## config.mk

```make
export PLATFORM = sky130hd
export DESIGN_NAME = sync_cond_top
export DESIGN_NICKNAME = d
export VERILOG_FILES = /design/src/rtl/sync_pkg.sv /design/src/rtl/sync_period_meas.sv /design/src/rtl/csync_sep.sv /design/src/rtl/clamp_gen.sv /design/src/rtl/sync_cond_top.sv
export SDC_FILE = /design/constraint.sdc
export NUM_CORES = 1
export LEC_CHECK = 0
export BUFFER_PORTS_ARGS = -buffer_cell sky130_fd_sc_hd__buf_2
export CORE_MARGIN = 2
export CORE_UTILIZATION = 61
export CTS_CLUSTER_SIZE = 40
export DETAILED_ROUTE_END_ITERATION = 6
export HOLD_SLACK_MARGIN = 0.05
export PLACE_DENSITY_LB_ADDON = 0.3
export SLEW_MARGIN = 15
export SYNTH_ARGS = -nofsm -noshare
export SYNTH_HDL_FRONTEND = slang
export SYNTH_SLANG_ARGS = --single-unit
```

## constraint.sdc

```tcl
create_clock -name clk -period 3.1 [get_ports clk]
set_input_delay 0.62 -clock clk [delete_from_list [all_inputs] [get_ports clk]]
set_output_delay 0.62 -clock clk [all_outputs]
set_load 0.01 [all_outputs]
```

## src/rtl/sync_pkg.sv

```systemverilog
package sync_pkg;
  typedef enum logic {CLP_LEAD = 1'b0, CLP_TRAIL = 1'b1} clp_edge_e;
  localparam int CLP_FIELD_W = 3;
endpackage

```

## src/rtl/sync_period_meas.sv

```systemverilog
// Period, polarity and presence measurement of one resampled sync line.
module sync_period_meas #(
  parameter int CNT_W    = 12,
  parameter int DIV_LOG2 = 0,
  parameter int TMO      = 4000
) (
  input  logic             clk,
  input  logic             rst,
  input  logic             sig,
  output logic [CNT_W-1:0] period,
  output logic             active_high,
  output logic             present,
  output logic             upd
);
  localparam int CYC_W = CNT_W + DIV_LOG2;
  localparam logic [CYC_W-1:0] CYC_MAX = '1;
  localparam logic [CYC_W-1:0] TMO_M1  = CYC_W'(TMO - 1);

  logic             sig_d;
  logic             armed;
  logic [CYC_W-1:0] cyc;
  logic [CYC_W-1:0] hi;
  logic             rise;
  logic             tmo;

  assign rise = sig & ~sig_d;
  assign tmo  = ~rise & (cyc >= TMO_M1);

  always_ff @(posedge clk) begin
    if (rst) begin
      sig_d       <= 1'b0;
      armed       <= 1'b0;
      cyc         <= '0;
      hi          <= '0;
      period      <= '0;
      active_high <= 1'b0;
      present     <= 1'b0;
      upd         <= 1'b0;
    end else begin
      sig_d <= sig;
      upd   <= 1'b0;
      if (rise) begin
        if (armed) begin
          period      <= cyc[CYC_W-1:DIV_LOG2];
          active_high <= ({hi, 1'b0} < {1'b0, cyc});
          present     <= 1'b1;
          upd         <= 1'b1;
        end
        armed <= 1'b1;
        cyc   <= CYC_W'(1);
        hi    <= CYC_W'(1);
      end else begin
        if (cyc != CYC_MAX) cyc <= cyc + 1'b1;
        if (sig && (hi != CYC_MAX)) hi <= hi + 1'b1;
        if (tmo) begin
          armed       <= 1'b0;
          present     <= 1'b0;
          period      <= '0;
          active_high <= 1'b0;
        end
      end
    end
  end
endmodule

```

## src/rtl/csync_sep.sv

```systemverilog
// Vertical sync recovery from composite sync and horizontal pulse insertion.
module csync_sep #(
  parameter int SEP_TH = 24,
  parameter int CNT_W  = 12,
  parameter int INS_W  = 8
) (
  input  logic             clk,
  input  logic             rst,
  input  logic             hn,
  input  logic             comp,
  input  logic             ins_dis,
  input  logic [CNT_W-1:0] hper,
  output logic             vsep,
  output logic             h_out
);
  localparam int RUN_W = $clog2(SEP_TH + 1);
  localparam logic [RUN_W-1:0] RUN_MAX = '1;
  localparam logic [RUN_W-1:0] SET_AT  = RUN_W'(SEP_TH - 1);
  localparam logic [RUN_W-1:0] TH_V    = RUN_W'(SEP_TH);
  localparam logic [CNT_W-1:0] INS_LIM = CNT_W'(INS_W);
  localparam logic [CNT_W-1:0] MIN_PER = CNT_W'(2);

  logic             hn_d;
  logic [RUN_W-1:0] run;
  logic [CNT_W-1:0] icnt;
  logic [CNT_W:0]   icnt_p1;
  logic             ins_on;
  logic             wrap;
  logic             gen;

  assign ins_on  = comp & vsep & ~ins_dis;
  assign icnt_p1 = {1'b0, icnt} + 1'b1;
  assign wrap    = icnt_p1 >= {1'b0, hper};
  assign gen     = ins_on && (hper >= MIN_PER) && (icnt < INS_LIM);
  assign h_out   = ins_on ? gen : hn;

  always_ff @(posedge clk) begin
    if (rst) begin
      hn_d <= 1'b0;
      run  <= '0;
      vsep <= 1'b0;
      icnt <= '0;
    end else begin
      hn_d <= hn;
      if (hn) begin
        if (run != RUN_MAX) run <= run + 1'b1;
      end else begin
        run <= '0;
      end
      if (hn && (run == SET_AT)) vsep <= 1'b1;
      else if (!hn && hn_d && (run < TH_V)) vsep <= 1'b0;
      if (!ins_on || wrap) icnt <= '0;
      else icnt <= icnt + 1'b1;
    end
  end
endmodule

```

## src/rtl/clamp_gen.sv

```systemverilog
// Clamp pulse with selectable trigger edge, polarity and width.
module clamp_gen
  import sync_pkg::*;
#(
  parameter int SHIFT = 1
) (
  input  logic                   clk,
  input  logic                   rst,
  input  logic                   hn,
  input  clp_edge_e              edge_sel,
  input  logic [CLP_FIELD_W-1:0] width,
  input  logic                   pol_low,
  output logic                   clamp_out
);
  localparam int CW = CLP_FIELD_W + 1 + SHIFT;

  logic               hn_d;
  logic [CW-1:0]      cnt;
  logic [CLP_FIELD_W:0] wp1;
  logic [CW-1:0]      load;
  logic               trig;

  assign wp1  = {1'b0, width} + 1'b1;
  assign load = CW'(wp1) << SHIFT;
  assign trig = (edge_sel == CLP_TRAIL) ? (~hn & hn_d) : (hn & ~hn_d);
  assign clamp_out = (cnt != '0) ^ pol_low;

  always_ff @(posedge clk) begin
    if (rst) begin
      hn_d <= 1'b0;
      cnt  <= '0;
    end else begin
      hn_d <= hn;
      if (trig) cnt <= load;
      else if (cnt != '0) cnt <= cnt - 1'b1;
    end
  end
endmodule

```

## src/rtl/sync_cond_top.sv

```systemverilog
module sync_cond_top #(
  parameter int H_CNT_W    = 12,
  parameter int V_CNT_W    = 12,
  parameter int V_DIV_LOG2 = 4,
  parameter int H_TMO      = 4000,
  parameter int V_TMO      = 60000,
  parameter int SEP_TH     = 24,
  parameter int INS_W      = 8,
  parameter int CLP_SHIFT  = 1,
  parameter int FCHG_TOL   = 2
) (
  input  logic               clk,
  input  logic               rst,
  input  logic               hsync_in,
  input  logic               vsync_in,
  input  logic               comp_mode,
  input  logic               h_invert,
  input  logic               v_invert,
  input  logic               ins_disable,
  input  logic               clamp_trail,
  input  logic               clamp_low,
  input  logic [2:0]         clamp_width,
  input  logic               hchg_ie,
  input  logic               hchg_clr,
  output logic               hsync_out,
  output logic               vsync_out,
  output logic               clamp_out,
  output logic [H_CNT_W-1:0] h_period,
  output logic               h_active_high,
  output logic               h_present,
  output logic [V_CNT_W-1:0] v_period,
  output logic               v_active_high,
  output logic               v_present,
  output logic               hchg_flag,
  output logic               irq
);
  localparam int NSYNC = 2;
  localparam logic [H_CNT_W-1:0] TOL_V = H_CNT_W'(FCHG_TOL);

  logic [NSYNC-1:0] pin_vec, st1, st2;
  logic             h_norm, vsep, v_src, h_upd, v_upd;
  logic [H_CNT_W-1:0] last_per, dlt;
  logic             last_ok, big;

  assign pin_vec = {vsync_in, hsync_in};

  always_ff @(posedge clk) begin
    if (rst) begin
      st1 <= '0;
      st2 <= '0;
    end else begin
      st1 <= pin_vec;
      st2 <= st1;
    end
  end

  assign h_norm    = st2[0] ^ h_invert;
  assign v_src     = comp_mode ? vsep : st2[1];
  assign vsync_out = comp_mode ? vsep : (st2[1] ^ v_invert);

  sync_period_meas #(.CNT_W(H_CNT_W), .DIV_LOG2(0), .TMO(H_TMO)) u_hmeas (
    .clk(clk), .rst(rst), .sig(st2[0]), .period(h_period),
    .active_high(h_active_high), .present(h_present), .upd(h_upd)
  );

  sync_period_meas #(.CNT_W(V_CNT_W), .DIV_LOG2(V_DIV_LOG2), .TMO(V_TMO)) u_vmeas (
    .clk(clk), .rst(rst), .sig(v_src), .period(v_period),
    .active_high(v_active_high), .present(v_present), .upd(v_upd)
  );

  csync_sep #(.SEP_TH(SEP_TH), .CNT_W(H_CNT_W), .INS_W(INS_W)) u_sep (
    .clk(clk), .rst(rst), .hn(h_norm), .comp(comp_mode), .ins_dis(ins_disable),
    .hper(h_period), .vsep(vsep), .h_out(hsync_out)
  );

  clamp_gen #(.SHIFT(CLP_SHIFT)) u_clamp (
    .clk(clk), .rst(rst), .hn(h_norm),
    .edge_sel(sync_pkg::clp_edge_e'(clamp_trail)),
    .width(clamp_width), .pol_low(clamp_low), .clamp_out(clamp_out)
  );

  assign dlt = (h_period >= last_per) ? (h_period - last_per) : (last_per - h_period);
  assign big = last_ok && (dlt > TOL_V);
  assign irq = hchg_flag & hchg_ie;

  always_ff @(posedge clk) begin
    if (rst) begin
      last_per  <= '0;
      last_ok   <= 1'b0;
      hchg_flag <= 1'b0;
    end else begin
      if (h_upd) begin
        last_per <= h_period;
        last_ok  <= 1'b1;
      end else if (!h_present) begin
        last_ok <= 1'b0;
      end
      if (h_upd && big) hchg_flag <= 1'b1;
      else if (hchg_clr) hchg_flag <= 1'b0;
    end
  end
endmodule

```

==> impl_metrics.toml <==
[status]
status = "finished clean"

[timing]
skew_ns = 0.00622
tightest_slew_ns = 0.889
tns_ns = 0
report.final.slew_viol_count = 0
setup_violations = 0
min_period_ns = 2.94
post-route-period-util = 0.948
finalHoldViolCount = 0
max_freq_mhz = 340
grt_setup_unrepaired = "false"
slew_headroom = 0.405

[routing]
firstDrtPassIters = 5
antenna_left = 0
wl_per_cell_um = 15.9
vias = 6442
drt_iter0_markers = 370
drc_errors = 0
routed_wl_um = 17500
via_per_inst = 5.85

[pwr]
leakagePower_nw = 3.44
irDropWorstVdd_mv = 0.474
cellPowerDensity_nw_per_um2 = 491

[critical_path]
worstReg2RegEnd = "hchg_flag"
worstPathRequired_ns = 3.43
cp_num_cells = 10
cp_cell_sequence = "inv_1 -> ha_1 -> a21oi_1 -> nand2_1 -> o21ai_2 -> nand2_4 -> mux2_1 -> a221oi_2 -> xor2_1 -> a311oi_1"
crit_slowest_cell = "dfxtp_1"
cp-start-kind = "flip-flop"
path_delay_family = "compound AO/OA/AOI/OAI gates"
path_buf_inv = 1
r2r_slack_ns = 0.16
reg2reg_from = "u_hmeas.period[3]"
endpoint_kind = "flip-flop"
critPathArrivalTime_ns = 3.27
worst_r2r_path_depth = 10
worstSetupPathType = "reg2reg"
cp_max_fo = 10
crit_path_max_incr_delay_ns = 0.48

[die]
core_area_um2 = 12000
floorplan.rows = 40
die_h_um = 115
fp.dieW_um = 115
start_util = 0.624
io_pins = 48
dieArea_um2 = 13200

[finish]
syn_to_final_growth_pct = 13.4
nets = 1029
drive_gt1_frac = 0.107
n_fill_cell = 953
multiInputGateArea_um2 = 4490
antenna_cells = 0
fin_cells = 1102
final_core_util = 0.707
final-seq-area_um2 = 2620

[synth]
synthCells = 893
ys_warn_count = 0
yosysMostFrequentCell = "dfxtp_1"
synthTopCellsByArea = "dfxtp_1 (35%), ha_1 (12%), nor2_1 (5.7%)"
syn_nets = 980
synth_common_cells = "dfxtp_1 (131), nor2_1 (113), ha_1 (70), nand2_1 (70), inv_1 (65)"
syn_avg_cell_area_um2 = 8.39
synth_top_area_frac = 0.350
ys_seq_area_frac = 0.350
netlist_area_um2 = 7490
yosys_register_bits = 131
synth-edff-count = 0
yosysTopAreaCell = "dfxtp_1"
ys_types = 65
ys_async_sr_fraction = 0
ys.flop_type = "dfxtp_1"

[cts]
clock-sinks = 131
clk_latency_ns = 0.42
htree_levels = 4
post_cts_buffers = 0
cts_buffers = 17
tritoncts = "built"
cts.hold.buffers_added = 0
cts_resized = 0
clockBufferDepth = 2
ctsRootBufferMaster = "clkbuf_16"
clkTransAtPathRegs_ns = 0.06

[grt]
grt_usage = 0.279
grt_pass1_vias = 6209
antenna_found_initial = 0
grt_remaining_overflow = 0
grt_max_degree = 31
grt_pass1_wl_um = 29300

[place]
port_buffers = 47
place.gp.congestion = 0.909
dpl.hpwl_um = 12500
placedCellCount = 1070

[worst_hold_path]
hold_depth = 2
hp-start = "hsync_in"
hold_class = "in2reg"
min_to = "st1[0]"

[run]
cap_violations = 0
## cell type report
class	instances	area share
timing repair buffer	62	0.0409
clock buffer	24	0.0567
tap	147	0.0216
inverter	65	0.0287
multi-input combinational	665	0.529
clock inverter	8	0.0146
sequential	131	0.309
## state kept, by name, indices dropped and copies added (netlist names), 2 cells and up
name / cells
last_per: 12
st1: 2
st2: 2
u_clamp.cnt: 5
u_hmeas.cyc: 12
u_hmeas.hi: 12
u_hmeas.period: 12
u_sep.icnt: 12
u_sep.run: 5
u_vmeas.cyc: 16
u_vmeas.hi: 16
u_vmeas.period: 12
## placed cells by master, fill, tap and decap left out, types with 4 or more instances in the layout
cell,Yosys,final
buf_4,0,15
and3_1,15,15
a21oi_1,51,51
a211oi_1,8,8
clkbuf_1,21,4
dfxtp_1,131,131
a31oi_1,5,5
nor2_1,113,113
o21ai_0,17,17
nand4_1,23,23
nor2b_1,14,14
nand3_1,40,40
nor4_1,7,7
xor2_1,25,25
mux2i_1,22,22
inv_1,65,65
and2_1,9,9
nand2_1,70,70
xnor2_1,46,46
ha_1,70,70
nand2b_1,10,10
or3_1,7,7
o21a_1,10,10
nor3_1,20,20
clkbuf_16,0,17
a21o_1,14,14
buf_2,3,47
and4_1,6,6
a22o_1,10,10
## worst reg2reg max path, stage by stage (launching register included)
cell and delay, ns:
dfxtp_1 0.48, inv_1 0.12, ha_1 0.44, a21oi_1 0.26, nand2_1 0.16, o21ai_2 0.25
nand2_4 0.14, mux2_1 0.36, a221oi_2 0.27, xor2_1 0.11, a311oi_1 0.26
## worst max path at each step
stage                          to         startpoint  slack (ns)
finish                  hchg_flag  u_hmeas.period[3]        0.16
global route        u_sep.icnt[0]      u_sep.icnt[2]        0.01
CTS                     hchg_flag  u_hmeas.period[3]        0.21
detailed placement      hchg_flag  u_hmeas.period[3]        0.26
global placement        hchg_flag  u_hmeas.period[3]        0.37
floorplan               hchg_flag  u_hmeas.period[9]        0.53
## metrics by stage
stage	cell area, um^2	hold WS (ns)	total power, mW	setup slack, ns
floorplan	7490	0.414	2.04	0.532
global placement	7890	0.423	2.11	0.370
detailed placement	7890	0.448	2.12	0.258
CTS	8500	0.409	4.18	0.209
global route	8500	0.426	4.33	0.0140
finish	8500	0.421	4.17	0.162
## where the power goes
group	switching [mW]	internal [mW]	total, mW
registers	0.0366	1.72	1.76
logic	0.184	0.147	0.331
clock network	0.747	1.33	2.08
## kinds of logic after synthesis
| kind of cell | count (synthesis) | share of synthesized area |
|---|---|---|
| simple gates | 345 | 0.221 |
| compound gates | 153 | 0.141 |
| flops | 131 | 0.350 |
| buf+inv | 97 | 0.0501 |
| fa+ha+maj | 72 | 0.122 |
| xor+xnor | 71 | 0.0830 |
| mux | 24 | 0.0324 |
## per-layer routing
metal,track usage,up-vias,share of wire
met3,0.0617,33,0.048
met2,0.478,173,0.49
met1,0.341,3029,0.44
li1,-,3207,-
met4,0.115,0,0.024
met5,0,-,0
Power figures use the tool's default switching activity.
